==> src/rtl/sertx_pkg.sv <==
// Package: shared types and helpers for the serial transmitter.
// Assumes the data length code is 2 bits (5..8 data bits).
package sertx_pkg;

    typedef enum logic [2:0] {
        ST_IDLE,
        ST_START,
        ST_DATA,
        ST_PAR,
        ST_STOP
    } tx_state_e;

    typedef struct packed {
        logic [1:0] len_sel;
        logic       two_stop;
        logic       par_en;
        logic       par_even;
        logic       par_stick;
    } frame_cfg_t;

    // Clears the data bits above the selected length.
    function automatic logic [7:0] keep_bits(input logic [7:0] d, input logic [1:0] sel);
        logic [7:0] m;
        m = 8'hFF >> (2'd3 - sel);
        return d & m;
    endfunction

    // Parity bit for already-masked data under a given format.
    function automatic logic parity_of(input logic [7:0] d, input frame_cfg_t c);
        if (c.par_stick)
            return ~c.par_even;
        else if (c.par_even)
            return ^d;
        else
            return ~(^d);
    endfunction

endpackage

==> src/rtl/sertx_tick_gen.sv <==
// Tick generator: divides the reference clock by the divisor and pulses
// one cycle per period. A restart clears the phase so that the first bit of
// a frame is full length. A divisor of zero behaves as one.
module sertx_tick_gen #(
    parameter int DIV_W = 16
) (
    input  logic             clk,
    input  logic             rst_n,
    input  logic [DIV_W-1:0] divisor,
    input  logic             restart,
    output logic             tick
);

    logic [DIV_W-1:0] cnt;
    logic [DIV_W-1:0] lim;

    // Effective period, never zero.
    always_comb lim = (divisor == '0) ? DIV_W'(1) : divisor;

    // Tick on the last cycle of the period (>= covers a divisor cut mid-count).
    always_comb tick = (cnt >= lim - DIV_W'(1));

    // Phase counter.
    always_ff @(posedge clk) begin
        if (!rst_n)
            cnt <= '0;
        else if (restart || tick)
            cnt <= '0;
        else
            cnt <= cnt + DIV_W'(1);
    end

endmodule

==> src/rtl/sertx_hold.sv <==
// Holding register: captures a written byte and keeps it until the shifter
// takes it. A write in the same cycle as a take refills the register, and
// the take consumes the old byte.
module sertx_hold (
    input  logic       clk,
    input  logic       rst_n,
    input  logic       wr_en,
    input  logic [7:0] wr_data,
    input  logic       take,
    output logic       full,
    output logic [7:0] data
);

    // Full flag and byte storage.
    always_ff @(posedge clk) begin
        if (!rst_n) begin
            full <= 1'b0;
            data <= '0;
        end else if (wr_en) begin
            full <= 1'b1;
            data <= wr_data;
        end else if (take) begin
            full <= 1'b0;
        end
    end

endmodule

==> src/rtl/sertx_shifter.sv <==
// Frame shifter: loads a byte from the holding register, latches the format
// and sends start, data (LSB first), optional parity and stop bits, each
// OSR ticks long. It reloads at the end of the last stop bit when a byte is
// waiting, so consecutive frames touch.
module sertx_shifter
    import sertx_pkg::*;
#(
    parameter int OSR = 16
) (
    input  logic       clk,
    input  logic       rst_n,
    input  logic       tick,
    input  frame_cfg_t cfg,
    input  logic       hold_full,
    input  logic [7:0] hold_data,
    output logic       load,
    output logic       line,
    output logic       busy
);

    localparam int SUB_W = (OSR > 1) ? $clog2(OSR) : 1;

    tx_state_e        state;
    logic [SUB_W-1:0] sub;
    logic [2:0]       bit_idx;
    logic             stop_idx;
    logic [7:0]       shreg;
    logic             par_q;
    frame_cfg_t       cfg_q;
    logic             bit_end;
    logic             frame_end;
    logic [2:0]       last_bit;

    // End of the current bit period and of the whole frame.
    always_comb begin
        bit_end   = tick && (sub == SUB_W'(OSR - 1));
        frame_end = (state == ST_STOP) && bit_end && (stop_idx == cfg_q.two_stop);
        last_bit  = {1'b0, cfg_q.len_sel} + 3'd4;
    end

    // Take a waiting byte when idle or right at the end of a frame.
    always_comb load = hold_full && ((state == ST_IDLE) || frame_end);

    // Line level for the current bit.
    always_comb begin
        unique case (state)
            ST_START: line = 1'b0;
            ST_DATA:  line = shreg[0];
            ST_PAR:   line = par_q;
            default:  line = 1'b1;
        endcase
    end

    always_comb busy = (state != ST_IDLE);

    // Frame sequencing, bit timing and data shifting.
    always_ff @(posedge clk) begin
        if (!rst_n) begin
            state    <= ST_IDLE;
            sub      <= '0;
            bit_idx  <= '0;
            stop_idx <= 1'b0;
            shreg    <= '0;
            par_q    <= 1'b0;
            cfg_q    <= '0;
        end else if (load) begin
            state    <= ST_START;
            sub      <= '0;
            bit_idx  <= '0;
            stop_idx <= 1'b0;
            shreg    <= keep_bits(hold_data, cfg.len_sel);
            par_q    <= parity_of(keep_bits(hold_data, cfg.len_sel), cfg);
            cfg_q    <= cfg;
        end else if (busy && tick) begin
            if (bit_end) begin
                sub <= '0;
                unique case (state)
                    ST_START: state <= ST_DATA;
                    ST_DATA: begin
                        shreg <= shreg >> 1;
                        if (bit_idx == last_bit) begin
                            bit_idx <= '0;
                            state   <= cfg_q.par_en ? ST_PAR : ST_STOP;
                        end else begin
                            bit_idx <= bit_idx + 3'd1;
                        end
                    end
                    ST_PAR: state <= ST_STOP;
                    ST_STOP: begin
                        if (stop_idx == cfg_q.two_stop)
                            state <= ST_IDLE;
                        else
                            stop_idx <= 1'b1;
                    end
                    default: state <= ST_IDLE;
                endcase
            end else begin
                sub <= sub + SUB_W'(1);
            end
        end
    end

endmodule

==> src/rtl/sertx_top.sv <==
// Serial transmitter top: ties the tick generator, holding register and
// frame shifter together and applies the break override to the line.
// Assumes synchronous active-low reset and a single clock domain.
module sertx_top
    import sertx_pkg::*;
#(
    parameter int DIV_W = 16,
    parameter int OSR   = 16
) (
    input  logic             clk,
    input  logic             rst_n,
    input  logic [DIV_W-1:0] divisor,
    input  logic [1:0]       cfg_len_sel,
    input  logic             cfg_two_stop,
    input  logic             cfg_par_en,
    input  logic             cfg_par_even,
    input  logic             cfg_par_stick,
    input  logic             line_break,
    input  logic             wr_en,
    input  logic [7:0]       wr_data,
    output logic             txd,
    output logic             hold_empty,
    output logic             tx_idle
);

    frame_cfg_t cfg;
    logic       tick;
    logic       load;
    logic       hold_full;
    logic [7:0] hold_data;
    logic       line;
    logic       busy;

    // Gather the format inputs.
    always_comb cfg = '{len_sel: cfg_len_sel, two_stop: cfg_two_stop,
                        par_en: cfg_par_en, par_even: cfg_par_even,
                        par_stick: cfg_par_stick};

    sertx_tick_gen #(.DIV_W(DIV_W)) u_tick (
        .clk     (clk),
        .rst_n   (rst_n),
        .divisor (divisor),
        .restart (load),
        .tick    (tick)
    );

    sertx_hold u_hold (
        .clk     (clk),
        .rst_n   (rst_n),
        .wr_en   (wr_en),
        .wr_data (wr_data),
        .take    (load),
        .full    (hold_full),
        .data    (hold_data)
    );

    sertx_shifter #(.OSR(OSR)) u_shift (
        .clk       (clk),
        .rst_n     (rst_n),
        .tick      (tick),
        .cfg       (cfg),
        .hold_full (hold_full),
        .hold_data (hold_data),
        .load      (load),
        .line      (line),
        .busy      (busy)
    );

    // Output line with break override, and status flags.
    always_comb begin
        txd        = line_break ? 1'b0 : line;
        hold_empty = ~hold_full;
        tx_idle    = ~busy & ~hold_full;
    end

endmodule

==> config.mk <==
export PLATFORM = sky130hd
export DESIGN_NAME = sertx_top
export DESIGN_NICKNAME = d
export VERILOG_FILES = /design/src/rtl/sertx_pkg.sv /design/src/rtl/sertx_tick_gen.sv /design/src/rtl/sertx_hold.sv /design/src/rtl/sertx_shifter.sv /design/src/rtl/sertx_top.sv
export SDC_FILE = /design/constraint.sdc
export NUM_CORES = 1
export LEC_CHECK = 0
export BUFFER_PORTS_ARGS = -buffer_cell sky130_fd_sc_hd__buf_4
export CAP_MARGIN = 10
export CORE_UTILIZATION = 38
export CTS_CLUSTER_SIZE = 12
export DETAILED_ROUTE_END_ITERATION = 6
export PLACE_DENSITY_LB_ADDON = 0.15
export SLEW_MARGIN = 20
export SYNTH_ARGS = -nofsm -noshare
export SYNTH_HDL_FRONTEND = slang
export SYNTH_SLANG_ARGS = --single-unit
==> constraint.sdc <==
create_clock -name clk -period 12.96 [get_ports clk]
set_clock_uncertainty 0.2 [all_clocks]
set_input_delay 1.944 -clock clk [delete_from_list [all_inputs] [get_ports clk]]
set_output_delay 1.944 -clock clk [all_outputs]
set_load 0.01 [all_outputs]
==> run metrics <==
vias approximately 2.5k; Die W roughly 89 um; sequential area share after synthesis 0.342; Routed Antenna Nets 0; sequential power share 0.478; Top cell by count, worst path nand2_1; GRT Residual Overflow 0; Wirelength per Cell 13.2 um; Synth top area share 0.342; final WL 6.31 mm; FF+latch count, synth approximately 50; Final Hold Vio Count 0; FILL cells about 750; CP peak stage delay roughly 0.87 ns; Post-DP Area approximately 3200 sq um; clock buffer depth 2; final instance area approximately 3400 sq um; dpl hpwl around 4.8 mm; Top FF cell, synth dfxtp_1; Inst Count DP 470; crit-path cells buf_4 -> or4_4 -> or4_1 -> or4_4 -> nor2b_1 -> ha_1 -> nand2_1 -> nor2_1 -> nand2_1 -> xor2_1 -> ha_1 -> nand4_1 -> nor2_1 -> nand4b_1 -> a311oi_1 -> nand2_1 -> o221ai_1; Max Clk Rate 0.149 GHz; fin nets roughly 430; hold buffer count at cts 0; drt pass-1 iters 5; RSZ-0062 raised after global routing false; leakage power total 1.28 nW; syn_nets approximately 400; worst rel slew slack 0.396; Multi-input gate area roughly 1800 sq um; Worst VDD drop about 0.057 mV; 1st-iter DRT viols 100; synth unique cells 48; Post-Syn Area about 2900 sq um; Hold WC Path Type flop to flop; post-synth top area cell dfxtp_1; register area 981 sq um; Clk pwr share 0.385; TritonCTS clock tree yes; Sink Count 49; Syn Area/Cell a little over 8 sq um; share of layout cells above drive strength 1 0.135; Startpoint Class input port; Post-synth EDFFs 0; critical path arrival around 6.7 ns; Post-CTS Setup Bufs 0; Worst Setup End Kind flop; YS warnings 0; port bufs 36; Clock transition at path regs approximately 0.09 ns; max-slew violations 0; vias per cell around 5.3; status finished, final reports clean; Worst Max-Slew Pin Slew 0.900 ns; Core ar. 7250 sq um; final std cells w/o fill 478; Initial Util 0.395; switching power 79.3 uW; area grow syn2layout 17.2%; pre-CTS WS between 5 and 6 ns; Post-CTS Resized 0; drc violations 0; min cycle time layout around 6.7 ns; Post-synth ARST share 0; CTS buffer count 5; crit path max-delay cell type a311oi_1; max_cap viols 0; period utilisation layout 0.516; Net Sw Frac 0.239; FP Rows 31; synth top area cells dfxtp_1 (34%), ha_1 (8.7%), nor2_1 (5.5%), xor2_1 (4.9%), xnor2_1 (4.6%); initial antenna violation count 0; Tot GR Track Use 0.175; CP required approximately 13 ns; final setup TNS 0 ns; H-tree depth 2; vias in the first global route 2377; Pint roughly 250 uW; global-route wire length before repair 10.8 mm; die area just under 8000 sq um; RePlAce Congestion between 0.7 and 0.8; Crit Path Max Fanout 10; Root Driver clkbuf_8; Final setup viols 0; PnR worst setup slack approximately 6.3 ns; io pins 37; # diodes 0; pwr/cell area a little under 100 nW/um^2; Comb power frac 0.136; die height 88.8 um; worst skew pair latency about 0.30 ns; critical path class input port to flop; Syn Inst Count ~350; largest net degree at the start of global routing 19
==> final cells by class <==
type                       count  share of cell area
multi-input combinational    276               0.539
sequential                    49               0.292
timing repair buffer          37              0.0827
tap                           99              0.0369
clock buffer                   5              0.0205
clock inverter                 3              0.0194
inverter                       9              0.0101
==> metrics by stage <==
step	util	hold WS, ns	power [mW]
after floorplan	-	0.230	0.190
after CTS	0.463	0.270	0.336
after detailed placement	0.445	0.256	0.208
final	0.463	0.267	0.332
after global placement	0.445	0.242	0.208
after global routing	0.463	0.299	0.348
==> power groups by stage <==
stage / registers [mW] / clock network (mW) / logic [mW]
floorplan: 0.161 / 0 / 0.0287
global placement: 0.162 / 0 / 0.0451
detailed placement: 0.163 / 0 / 0.0453
CTS: 0.159 / 0.132 / 0.0457
global route: 0.160 / 0.137 / 0.0508
finish: 0.159 / 0.128 / 0.0452
==> cells by family (layout without fill, tap and decap cells) <==
family          after synthesis  count (layout)  share of synthesized area
simple gates                142             142                      0.243
compound gates               72              72                      0.164
flops                        49              49                      0.342
fa+ha+maj                    20              20                     0.0873
buf+inv                      20              54                     0.0262
xor+xnor                     32              32                      0.103
mux                          10              10                     0.0349
==> synth_stat cells (2+ instances only) <==
| cell | n |
|---|---|
| ha_1 | 20 |
| a311oi_1 | 2 |
| and3_1 | 3 |
| mux2i_1 | 10 |
| or4_1 | 5 |
| a31oi_1 | 8 |
| o221ai_1 | 4 |
| o211ai_1 | 2 |
| nand2_1 | 34 |
| nor4_1 | 3 |
| xor2_1 | 16 |
| or4_4 | 2 |
| clkbuf_1 | 10 |
| o21ai_0 | 14 |
| nor2b_1 | 2 |
| a41oi_1 | 2 |
| nand3_1 | 14 |
| nor3_1 | 7 |
| a21oi_1 | 20 |
| o22ai_1 | 5 |
| nand2b_1 | 5 |
| nor2_1 | 42 |
| nand4_1 | 14 |
| xnor2_1 | 15 |
| dfxtp_1 | 49 |
| inv_1 | 8 |
| or3_1 | 5 |
| nand3b_1 | 3 |
| a21o_1 | 2 |
==> critical path: cells and delay by family <==
family          cells  cell delay [ns]
xor+xnor            1             0.07
compound gates      2             1.11
fa+ha+maj           2             0.51
simple gates       11             2.95
buf+inv             1             0.13
==> cell usage in the layout, fill, tap and decap left out, types with 7 or more instances in the layout <==
cell      n
nand2_1  34
nor2_1   42
o21ai_0  14
a21oi_1  20
a31oi_1   8
nor3_1    7
nand3_1  14
nand4_1  14
dfxtp_1  49
inv_1     8
mux2i_1  10
xnor2_1  15
xor2_1   16
buf_4    37
ha_1     20
==> sequential cells by signal (all words and copies together) (netlist names) <==
signal / flops
u_shift.cfg_q: 4
u_shift.stop_idx: 1
u_tick.cnt: 16
u_shift.shreg: 8
u_hold.full: 1
u_shift.bit_idx: 3
u_shift.sub: 4
u_shift.par_q: 1
u_shift.state: 3
u_hold.data: 8
==> final timing paths <==
kind / startpoint / to / slack, ns / cells past startpoint
max: divisor[9] / u_shift.shreg[4] / 6.27 / 17
min: u_tick.cnt[0] / u_tick.cnt[0] / 0.27 / 1
max reg2reg: u_tick.cnt[14] / u_shift.shreg[4] / 9.93 / 7
min reg2reg: u_tick.cnt[0] / u_tick.cnt[0] / 0.27 / 1
==> metal layers <==
metal / share of wire / global-route usage / vias up
li1: - / - / 1326
met2: 0.45 / 0.276 / 50
met5: 0 / 0 / -
met1: 0.50 / 0.240 / 1168
met4: 0.010 / 0.0587 / 0
met3: 0.038 / 0.0336 / 5
(Power assumes the default switching activity.)
